**config.mk**
```make
export PLATFORM = sky130hd
export DESIGN_NAME = spi_fault_status
export DESIGN_NICKNAME = d
export VERILOG_FILES = /design/src/rtl/spi_fault_pkg.sv /design/src/rtl/spi_fault_sync.sv /design/src/rtl/spi_fault_shifter.sv /design/src/rtl/spi_fault_regs.sv /design/src/rtl/spi_fault_status.sv
export SDC_FILE = /design/constraint.sdc
export NUM_CORES = 1
export LEC_CHECK = 0
export ABC_AREA = 1
export CAP_MARGIN = 20
export CORE_MARGIN = 3
export CORE_UTILIZATION = 59
export CTS_CLUSTER_SIZE = 14
export DETAILED_ROUTE_END_ITERATION = 16
export MAX_ROUTING_LAYER = met4
export PLACE_DENSITY = 0.75
export REMOVE_ABC_BUFFERS = 1
export SYNTH_ARGS = -nofsm -noshare
export SYNTH_HDL_FRONTEND = slang
export SYNTH_HIERARCHICAL = 1
export SYNTH_SLANG_ARGS = --single-unit
export TNS_END_PERCENT = 10
```
**constraint.sdc**
```tcl
create_clock -name clk -period 3.1 [get_ports clk]
set_input_delay 0.465 -clock clk [delete_from_list [all_inputs] [get_ports clk]]
set_output_delay 0.465 -clock clk [all_outputs]
set_load 0.01 [all_outputs]
```
**src/rtl/spi_fault_pkg.sv**
```systemverilog
package spi_fault_pkg;
  localparam int FRAME_W  = 16;
  localparam int ADDR_W   = 4;
  localparam int DATA_W   = 11;
  localparam int SUM_BIT  = 10;
  localparam int CNT_W    = $clog2(FRAME_W + 2);
  localparam logic [ADDR_W-1:0] ADDR_STAT0 = 4'd0;
  localparam logic [ADDR_W-1:0] ADDR_STAT1 = 4'd1;
endpackage

```
**src/rtl/spi_fault_sync.sv**
```systemverilog
module spi_fault_sync #(
  parameter int W = 1,
  parameter logic [W-1:0] RST_VAL = '0
) (
  input  logic         clk,
  input  logic         rst_n,
  input  logic [W-1:0] d,
  output logic [W-1:0] q
);
  logic [W-1:0] meta_q;

  always_ff @(posedge clk or negedge rst_n) begin
    if (!rst_n) begin
      meta_q <= RST_VAL;
      q      <= RST_VAL;
    end else begin
      meta_q <= d;
      q      <= meta_q;
    end
  end
endmodule

```
**src/rtl/spi_fault_shifter.sv**
```systemverilog
module spi_fault_shifter
  import spi_fault_pkg::*;
(
  input  logic                clk,
  input  logic                rst_n,
  input  logic                sclk_s,
  input  logic                cs_n_s,
  input  logic                sdi_s,
  input  logic [FRAME_W-1:0]  resp_word,
  output logic                sdo,
  output logic                frame_valid,
  output logic                cmd_rd,
  output logic [ADDR_W-1:0]   cmd_addr
);
  localparam logic [CNT_W-1:0] CNT_FULL = CNT_W'(FRAME_W);
  localparam logic [CNT_W-1:0] CNT_SAT  = CNT_W'(FRAME_W + 1);

  logic               sclk_d, cs_d;
  logic [FRAME_W-1:0] rx_q, rx_d, tx_q, tx_d;
  logic [CNT_W-1:0]   cnt_q, cnt_d;
  logic               sdo_q, sdo_d;
  logic               sclk_rise, sclk_fall, cs_fall, cs_rise;

  assign sclk_rise = sclk_s & ~sclk_d;
  assign sclk_fall = ~sclk_s & sclk_d;
  assign cs_fall   = ~cs_n_s & cs_d;
  assign cs_rise   = cs_n_s & ~cs_d;

  always_comb begin
    rx_d  = rx_q;
    tx_d  = tx_q;
    cnt_d = cnt_q;
    sdo_d = sdo_q;
    if (cs_fall) begin
      tx_d  = resp_word;
      cnt_d = '0;
      sdo_d = 1'b0;
    end else if (!cs_n_s) begin
      if (sclk_rise) begin
        sdo_d = tx_q[FRAME_W-1];
        tx_d  = {tx_q[FRAME_W-2:0], 1'b0};
      end
      if (sclk_fall) begin
        rx_d  = {rx_q[FRAME_W-2:0], sdi_s};
        cnt_d = (cnt_q == CNT_SAT) ? CNT_SAT : cnt_q + 1'b1;
      end
    end
    if (cs_n_s) sdo_d = 1'b0;
  end

  always_ff @(posedge clk or negedge rst_n) begin
    if (!rst_n) begin
      sclk_d <= 1'b0;
      cs_d   <= 1'b1;
      rx_q   <= '0;
      tx_q   <= '0;
      cnt_q  <= '0;
      sdo_q  <= 1'b0;
    end else begin
      sclk_d <= sclk_s;
      cs_d   <= cs_n_s;
      rx_q   <= rx_d;
      tx_q   <= tx_d;
      cnt_q  <= cnt_d;
      sdo_q  <= sdo_d;
    end
  end

  assign sdo         = sdo_q;
  assign frame_valid = cs_rise & (cnt_q == CNT_FULL);
  assign cmd_rd      = rx_q[FRAME_W-1];
  assign cmd_addr    = rx_q[FRAME_W-2 -: ADDR_W];
endmodule

```
**src/rtl/spi_fault_regs.sv**
```systemverilog
module spi_fault_regs
  import spi_fault_pkg::*;
#(
  parameter int C0_W = 10,
  parameter int C1_W = 2,
  localparam int EVT_W = C0_W + C1_W
) (
  input  logic               clk,
  input  logic               rst_n,
  input  logic [EVT_W-1:0]   evt,
  input  logic               frame_valid,
  input  logic               cmd_rd,
  input  logic [ADDR_W-1:0]  cmd_addr,
  output logic [FRAME_W-1:0] resp_word,
  output logic [EVT_W-1:0]   cause_o,
  output logic [EVT_W-1:0]   clr_o,
  output logic               fault_n
);
  logic [EVT_W-1:0]   cause_q, cause_d, clr;
  logic               sum_q, sum_d;
  logic [FRAME_W-1:0] resp_q, resp_d;
  logic [DATA_W-1:0]  stat0_w, stat1_w, rd_data;

  always_comb begin
    stat0_w = '0;
    stat1_w = '0;
    stat0_w[C0_W-1:0] = cause_q[C0_W-1:0];
    stat0_w[SUM_BIT]  = sum_q;
    stat1_w[C1_W-1:0] = cause_q[EVT_W-1:C0_W];
    case (cmd_addr)
      ADDR_STAT0: rd_data = stat0_w;
      ADDR_STAT1: rd_data = stat1_w;
      default:    rd_data = '0;
    endcase
  end

  always_comb begin
    clr = '0;
    if (frame_valid && cmd_rd) begin
      if (cmd_addr == ADDR_STAT0) clr[C0_W-1:0]     = cause_q[C0_W-1:0];
      if (cmd_addr == ADDR_STAT1) clr[EVT_W-1:C0_W] = cause_q[EVT_W-1:C0_W];
    end
    cause_d = (cause_q & ~clr) | evt;
    sum_d   = sum_q | (|evt);
    resp_d  = frame_valid ? {1'b0, cmd_addr, rd_data} : resp_q;
  end

  always_ff @(posedge clk or negedge rst_n) begin
    if (!rst_n) begin
      cause_q <= '0;
      sum_q   <= 1'b0;
      resp_q  <= '0;
    end else begin
      cause_q <= cause_d;
      sum_q   <= sum_d;
      resp_q  <= resp_d;
    end
  end

  assign resp_word = resp_q;
  assign cause_o   = cause_q;
  assign clr_o     = clr;
  assign fault_n   = ~sum_q;
endmodule

```
**src/rtl/spi_fault_status.sv**
```systemverilog
module spi_fault_status
  import spi_fault_pkg::*;
#(
  parameter int C0_W = 10,
  parameter int C1_W = 2
) (
  input  logic                 clk,
  input  logic                 rst_n,
  input  logic                 sclk,
  input  logic                 cs_n,
  input  logic                 sdi,
  output logic                 sdo,
  input  logic [C0_W+C1_W-1:0] fault_evt,
  output logic                 fault_n
);
  localparam int EVT_W = C0_W + C1_W;

  logic               rst_meta, rst_s;
  logic [2:0]         pins_s;
  logic               frame_valid, cmd_rd;
  logic [ADDR_W-1:0]  cmd_addr;
  logic [FRAME_W-1:0] resp_word;
  logic [EVT_W-1:0]   cause_all, clr_mask;

  always_ff @(posedge clk or negedge rst_n) begin
    if (!rst_n) begin
      rst_meta <= 1'b0;
      rst_s    <= 1'b0;
    end else begin
      rst_meta <= 1'b1;
      rst_s    <= rst_meta;
    end
  end

  spi_fault_sync #(.W(3), .RST_VAL(3'b010)) u_sync (
    .clk   (clk),
    .rst_n (rst_s),
    .d     ({sclk, cs_n, sdi}),
    .q     (pins_s)
  );

  spi_fault_shifter u_shift (
    .clk         (clk),
    .rst_n       (rst_s),
    .sclk_s      (pins_s[2]),
    .cs_n_s      (pins_s[1]),
    .sdi_s       (pins_s[0]),
    .resp_word   (resp_word),
    .sdo         (sdo),
    .frame_valid (frame_valid),
    .cmd_rd      (cmd_rd),
    .cmd_addr    (cmd_addr)
  );

  spi_fault_regs #(.C0_W(C0_W), .C1_W(C1_W)) u_regs (
    .clk         (clk),
    .rst_n       (rst_s),
    .evt         (fault_evt),
    .frame_valid (frame_valid),
    .cmd_rd      (cmd_rd),
    .cmd_addr    (cmd_addr),
    .resp_word   (resp_word),
    .cause_o     (cause_all),
    .clr_o       (clr_mask),
    .fault_n     (fault_n)
  );
endmodule

```
==> results of run 1 <==
power groups by stage:
stage	Clock [µW]	Combinational, µW	Sequential [µW]
3_3_place_gp	0	149	1120
4_1_cts	720	154	1100
5_1_grt	764	179	1110
6_report	703	153	1100
2_1_floorplan	0	105	1110
3_5_place_dp	0	155	1120
metal layers:
metal	vias to the layer above	track usage [%]	part of all wire, %
li1	1255	-	-
met5	-	-	0
met1	1115	26.6	51
met4	0	8.47	1.5
met3	9	4.01	3.6
met2	38	29.4	44
cells in the final DEF (no fill, tap or decap), types with 2 or more instances in the layout:
master                            instances
sky130_fd_sc_hd__nand3_2                  4
sky130_fd_sc_hd__nand3_1                 41
sky130_fd_sc_hd__nor2_2                   3
sky130_fd_sc_hd__clkinvlp_4               2
sky130_fd_sc_hd__clkdlybuf4s50_1         18
sky130_fd_sc_hd__o21ai_1                 16
sky130_fd_sc_hd__inv_1                   22
sky130_fd_sc_hd__inv_2                    3
sky130_fd_sc_hd__conb_1                   2
sky130_fd_sc_hd__nand2_2                  4
sky130_fd_sc_hd__o21ai_2                  4
sky130_fd_sc_hd__ha_1                     3
sky130_fd_sc_hd__o21ai_0                  5
sky130_fd_sc_hd__nor2_1                   7
sky130_fd_sc_hd__nor2_4                   2
sky130_fd_sc_hd__nand2_1                174
sky130_fd_sc_hd__dfrtp_1                 72
sky130_fd_sc_hd__nand2_4                  3
sky130_fd_sc_hd__buf_4                    3
sky130_fd_sc_hd__clkbuf_8                12
sky130_fd_sc_hd__dfstp_2                  3
sky130_fd_sc_hd__nand4_1                  3
worst paths after layout:
kind | start | to | slack [ns]
max in group asynchronous | rst_s$_DFF_PN0_ | u_shift/tx_q[0]$_DFFE_PN0P_ | 1.82
setup reg to reg | u_shift/cnt_q[0]$_DFFE_PN0P_ | u_regs/cause_o[2]$_DFF_PN0_ | 1.37
setup / recovery | u_regs/sum_q$_DFF_PN0_ | fault_n | 1.29
hold / removal | rst_n | rst_s$_DFF_PN0_ | 0.28
hold reg to reg | u_sync/meta_q[1]$_DFF_PN1_ | u_sync/q[1]$_DFF_PN1_ | 0.36
min in group clk | u_sync/meta_q[1]$_DFF_PN1_ | u_sync/q[1]$_DFF_PN1_ | 0.36
layout make-up:
type | count | area, µm² | share of cell area [%]
Timing Repair Buffer | 21 | 203 | 5.42
Clock buffer | 13 | 169 | 4.52
Multi-Input combinational cell | 274 | 1260 | 33.6
Clock inverter | 3 | 20.0 | 0.535
Sequential cell | 76 | 1910 | 51.0
Inverter | 25 | 93.8 | 2.51
Tap cell | 72 | 90.1 | 2.41
state kept, by name (all words and copies together) (netlist names):
register          flops
u_shift/sdo           1
u_regs/sum_q          1
u_sync/q              3
u_sync/meta_q         3
u_regs/cause_o       12
u_regs/resp_word     15
u_shift/sclk_d        1
rst_meta              1
u_shift/cnt_q         5
u_shift/rx_q         16
u_shift/cs_d          1
u_shift/tx_q         16
rst_s                 1
through the flow:
step                      hold WS, ns  total power [µW]  std cells  util (%)
after CTS                       0.276              1980        484      67.1
after global placement          0.333              1270        468      63.7
after detailed placement        0.341              1270        468      63.7
after floorplan                 0.169              1220        375         -
final                           0.281              1960        484      67.1
after global routing            0.266              2050        484      67.1
worst register-to-register path, cell delays in order (launching register included):
cell	delay (ns)
sky130_fd_sc_hd__dfrtp_1	0.46
sky130_fd_sc_hd__inv_1	0.09
sky130_fd_sc_hd__ha_1	0.13
sky130_fd_sc_hd__nand3_1	0.08
sky130_fd_sc_hd__nor3_1	0.17
sky130_fd_sc_hd__buf_4	0.20
sky130_fd_sc_hd__nand2_2	0.18
sky130_fd_sc_hd__o21ai_1	0.23
sky130_fd_sc_hd__nand2_1	0.08
==> summary.md, run 1 <==
| Metric | Value |
|---|---|
| Setup repair bufs after CTS | `0` |
| Leak | `0.00196 µW` |
| Inserted Clock Buffers | `9` |
| Final ANT Viol Nets | `0` |
| Critical path depth | `2` |
| # resized after CTS | `0` |
| Growth of design area from synthesis to finish | `8.77%` |
| Family with the most delay on the worst path | `buffers and inverters` |
| CTS H-tree depth | `3` |
| Element type at the critical path start | `flop` |
| Seq pwr share | `56.3%` |
| Proportion of total power due to net switching | `24.6%` |
| Total wire length | `5710 µm` |
| CP max-delay cell | `sky130_fd_sc_hd__clkdlybuf4s50_1` |
| Floorplan die area | `6780 µm²` |
| Pre-CTS WS | `1.44 ns` |
| Worst min path class | `in2async` |
| Cell-internal power | `1480 µW` |
| Clock latency on the worst-skew pair | `0.34 ns` |
| Total net switching power | `481 µW` |
| Number of global-route vias before repair | `2296` |
| Layout filler cell count | `457` |
| Gate Count Post-Synth | `396` |
| Cell area after layout | `3740 µm²` |
| Clock tree from TritonCTS | `done` |
| Total grt overflow | `0` |
| Worst path cell trace | `inv_1, clkdlybuf4s50_1` |
| Die span in x | `82.3 µm` |
| Residual DRC count | `0` |
| Clock Skew | `0.00750 ns` |
| Worst slew margin | `34.9%` |
| Worst path bufs/invs | `2` |
| Via count | `2417` |
| Total of warnings raised by yosys | `6` |
| Arrival time worst endpoint | `1.34 ns` |
| CP Max Fanout | `2` |
| Type of the worst setup path | `reg2out` |
| CTS Root Buffer Type | `sky130_fd_sc_hd__clkbuf_8` |
| Final sum of negative setup slack | `0 ns` |
| Max IR drop VDD | `0.000345 V` |
| HPWL reported at the end of detailed placement | `3790 µm` |
| Routed wire per std cell | `11.8 µm` |
| Via density per instance | `4.99` |
| Setup repair after global routing missed its margin | `no` |
| Count of final hold-check violations | `0` |
| Outcome | `finished clean` |
| CORE AREA | `5570 µm²` |
| Post-detailed-placement cell area | `3550 µm²` |
| Reg2Reg Depth | `8` |
| Floorplan die height | `82.3 µm` |
| WP data required | `2.63 ns` |
| Quantity of I/O buffers inserted on ports | `18` |
| I/O pin count | `19` |
| Post-synth design cell area | `3440 µm²` |
| Final worst slack | `1.29 ns` |
| Number of inserted diodes | `0` |
| Period minus WS final | `1.81 ns` |
| Initial standard-cell utilization of the core | `61.7%` |
| Max-Cap Viols | `0` |
| Total count of max-transition violations in the final report | `0` |
| Site row count | `27` |
| Number of setup violations in the final report | `0` |
| Fraction of final layout cells with drive strength greater than 1 | `11.2%` |
| Fmax achieved | `0.553 GHz` |
| Antenna violations before repair | `0` |
| # nets final | `427` |
| Clock-pin slew of the registers on the worst-case setup and hold paths | `0.07 ns` |
| Clock power frac | `35.9%` |
| Placer Congestion | `0.813` |
| First-pass iteration count of the detailed router | `4` |
| Synth Area per Inst | `8.68 µm²` |
| Overall routing resource usage | `19.8%` |
| Post-cts hold buffer count | `0` |
| Actual transition at the worst max-transition pin | `0.976 ns` |
| Largest net degree at the start of global routing | `47` |
| Power Density | `524 nW/µm²` |
| Buffer depth of the longest clock path | `2` |
| Critical path capture point type | `primary output` |
| Clock tree sinks | `76` |
| Largest stage delay on the critical path | `0.53 ns` |
| Final critical-path share of the clock period | `58.3%` |
| Global-route wire length before repair | `10000 µm` |
| Combinational share of power | `7.8%` |
| Violation count after the first detailed-routing iteration | `177` |
Power figures use the tool's default switching activity.
==> inputs of run 2 (changes only) <==
Clock period 3.1 ns to 1.7 ns, I/O delays scaled along.
==> run 2 against run 1 <==
  * Wire length increased by 2.0%
  * Cell area increased by 2.6%
  * Via count increased by 1.6%
  * Clock-buffer cell count decreased by 1
  * Critical path type is now reg2reg
  * Flip-flop and latch count unchanged
  * Global-route usage increased by 0.16 points
  * Die area unchanged
  * Highest routed layer unchanged
  * Power increased by 93%
  * Largest power group unchanged
  * Clock skew decreased by 0.0034 ns
  * Sequential power increased by 81%
  * Critical path depth increased by 6
==> summary.md, run 2 (same netlist as run 1, synthesis figures left out) <==
| Metric | Value |
|---|---|
| Number of setup violations in the final report | `0 (unchanged)` |
| Antenna violations before repair | `0 (unchanged)` |
| WP data required | `1.92 ns (was 2.63 ns)` |
| Clock latency on the worst-skew pair | `0.34 ns (about the same)` |
| Type of the worst setup path | `reg2reg (was reg2out)` |
| Total wire length | `5830 µm (was 5710 µm)` |
| Site row count | `27 (unchanged)` |
| Total grt overflow | `0 (unchanged)` |
| Worst path cell trace | `inv_1, ha_1, nand3_1, nor3_1, buf_4, nand2_4, o21ai_2, nand2_1 (was inv_1, clkdlybuf4s50_1)` |
| CORE AREA | `5570 µm² (unchanged)` |
| Arrival time worst endpoint | `1.81 ns (was 1.34 ns)` |
| Growth of design area from synthesis to finish | `11.6% (was 8.77%)` |
| Via density per instance | `5.03 (was 4.99)` |
| Quantity of I/O buffers inserted on ports | `18 (unchanged)` |
| Total chip power | `3780 µW (was 1960 µW)` |
| Period minus WS final | `1.60 ns` |
| Clock tree sinks | `76 (unchanged)` |
| Inserted Clock Buffers | `9 (unchanged)` |
| Critical path capture point type | `flop (was primary output)` |
| Floorplan die height | `82.3 µm (unchanged)` |
| Floorplan die area | `6780 µm² (unchanged)` |
| Final ANT Viol Nets | `0 (unchanged)` |
| Initial standard-cell utilization of the core | `61.7% (unchanged)` |
| Setup repair after global routing missed its margin | `yes (was no)` |
| Final worst slack | `0.105 ns (was 1.29 ns)` |
| Setup slack, reg-to-reg | `0.10 ns (was 1.37 ns)` |
| Clock-pin slew of the registers on the worst-case setup and hold paths | `0.07 ns (about the same)` |
| Buffer depth of the longest clock path | `2 (unchanged)` |
| Placer Congestion | `0.772 (was 0.813)` |
| HPWL reported at the end of detailed placement | `3820 µm (was 3790 µm)` |
| CP max-delay cell | `sky130_fd_sc_hd__dfrtp_2 (was sky130_fd_sc_hd__clkdlybuf4s50_1)` |
| First-pass iteration count of the detailed router | `4 (unchanged)` |
| CTS Root Buffer Type | `sky130_fd_sc_hd__clkbuf_8 (unchanged)` |
| Reg2Reg Depth | `8 (unchanged)` |
| Number of inserted diodes | `0 (unchanged)` |
| I/O pin count | `19 (unchanged)` |
| Outcome | `finished clean (unchanged)` |
| Clock Skew | `0.00407 ns (was 0.00750 ns)` |
| Most frequent standard cell in the layout excluding fill and tap cells | `sky130_fd_sc_hd__nand2_1 (unchanged)` |
| Die span in x | `82.3 µm (unchanged)` |
| Max-Cap Viols | `0 (unchanged)` |
| Routed wire per std cell | `11.9 µm (was 11.8 µm)` |
| Largest stage delay on the critical path | `0.44 ns (was 0.53 ns)` |
| Element type at the critical path start | `flop (unchanged)` |
| Final critical-path share of the clock period | `93.8%` |
| Pre-CTS WS | `0.0639 ns (was 1.44 ns)` |
| CP Max Fanout | `12 (was 2)` |
| # nets final | `431 (was 427)` |
| Global-route wire length before repair | `9950 µm (was 10000 µm)` |
| Fraction of final layout cells with drive strength greater than 1 | `12.3% (was 11.2%)` |
| Leading cell types in the layout, fill and taps excluded | `sky130_fd_sc_hd__nand2_1, sky130_fd_sc_hd__dfrtp_1, sky130_fd_sc_hd__nand3_1, sky130_fd_sc_hd__inv_1, sky130_fd_sc_hd__clkdlybuf4s50_1 (unchanged)` |
| Overall routing resource usage | `20.0% (was 19.8%)` |
| Layout filler cell count | `436 (was 457)` |
| Total count of max-transition violations in the final report | `0 (unchanged)` |
| Fmax achieved | `0.627 GHz` |
| Leak | `0.00202 µW (was 0.00196 µW)` |
| Worst min path class | `in2async (unchanged)` |
| Count of final hold-check violations | `0 (unchanged)` |
| Power Density | `985 nW/µm² (was 524 nW/µm²)` |
| Largest net degree at the start of global routing | `67 (was 47)` |
| Number of global-route vias before repair | `2237 (was 2296)` |
| Clock tree from TritonCTS | `done (unchanged)` |
| Violation count after the first detailed-routing iteration | `140 (was 177)` |
| Max IR drop VDD | `0.000622 V (was 0.000345 V)` |
| Residual DRC count | `0 (unchanged)` |
| Via count | `2455 (was 2417)` |
| CTS H-tree depth | `3 (unchanged)` |
==> run 2: where the power goes <==
part / total [µW] / switching (µW) / internal, µW / leakage (µW)
logic: 314 / 182 / 132 / 0.00103
registers: 1990 / 66.4 / 1920 / 0.000882
clock network: 1480 / 611 / 866 / 0.000107
total: 3780 / 859 / 2920 / 0.00202
==> run 2: per-layer routing <==
| metal | track usage (%) | wire, µm |
|---|---|---|
| met3 | 4.88 | 249 |
| met5 | - | 0 |
| met1 | 26.7 | 2820 |
| met2 | 29.9 | 2700 |
| met4 | 6.98 | 53 |
==> run 2: worst max-delay path, delay by kind of cell, from the launching register on <==
kind                     cells  cell delay (ns)
buffers and inverters        2             0.28
flip-flops                   1             0.44
AND/OR/NAND/NOR              4             0.43
AO/OA/AOI/OAI                1             0.20
adder cells (fa/ha/maj)      1             0.13
==> run 2: area by class of cell <==
class	instances	area [µm²]	area share [%]
tap	72	90.1	2.35
multi-input combinational	274	1270	33.1
sequential	76	1910	49.7
clock inverter	4	72.6	1.89
clock buffer	12	145	3.78
timing repair buffer	25	258	6.72
inverter	25	93.8	2.45
==> run 2: path summary, 6_finish.rpt <==
| kind | startpoint | endpoint |
|---|---|---|
| min in group clk | cs_n | u_sync/meta_q[1]$_DFF_PN1_ |
| min | rst_n | rst_meta$_DFF_PN0_ |
| max | u_shift/cnt_q[1]$_DFFE_PN0P_ | u_regs/cause_o[2]$_DFF_PN0_ |
| max in group asynchronous | rst_s$_DFF_PN0_ | u_shift/cs_d$_DFF_PN1_ |
| max reg2reg | u_shift/cnt_q[1]$_DFFE_PN0P_ | u_regs/cause_o[2]$_DFF_PN0_ |
| min reg2reg | rst_s$_DFF_PN0_ | u_shift/rx_q[1]$_DFFE_PN0P_ |
==> run 2: stage by stage <==
stage | hold slack (ns) | cells | setup TNS, ns | instance area [µm²] | util, %
floorplan | -0.0406 | 375 | -43.89 | 3260 | -
global placement | 0.116 | 472 | 0 | 3600 | 64.7
detailed placement | 0.115 | 472 | 0 | 3600 | 64.7
CTS | 0.0636 | 488 | 0 | 3830 | 68.6
global route | 0.0507 | 488 | -0.00221 | 3840 | 68.8
finish | 0.0713 | 488 | 0 | 3840 | 68.8
==> run 2: what timing repair did <==
action,CTS,global route
buffers inserted,0,0
hold buffers,0,0
setup endpoints to repair,1,16
gates resized for setup,1,3
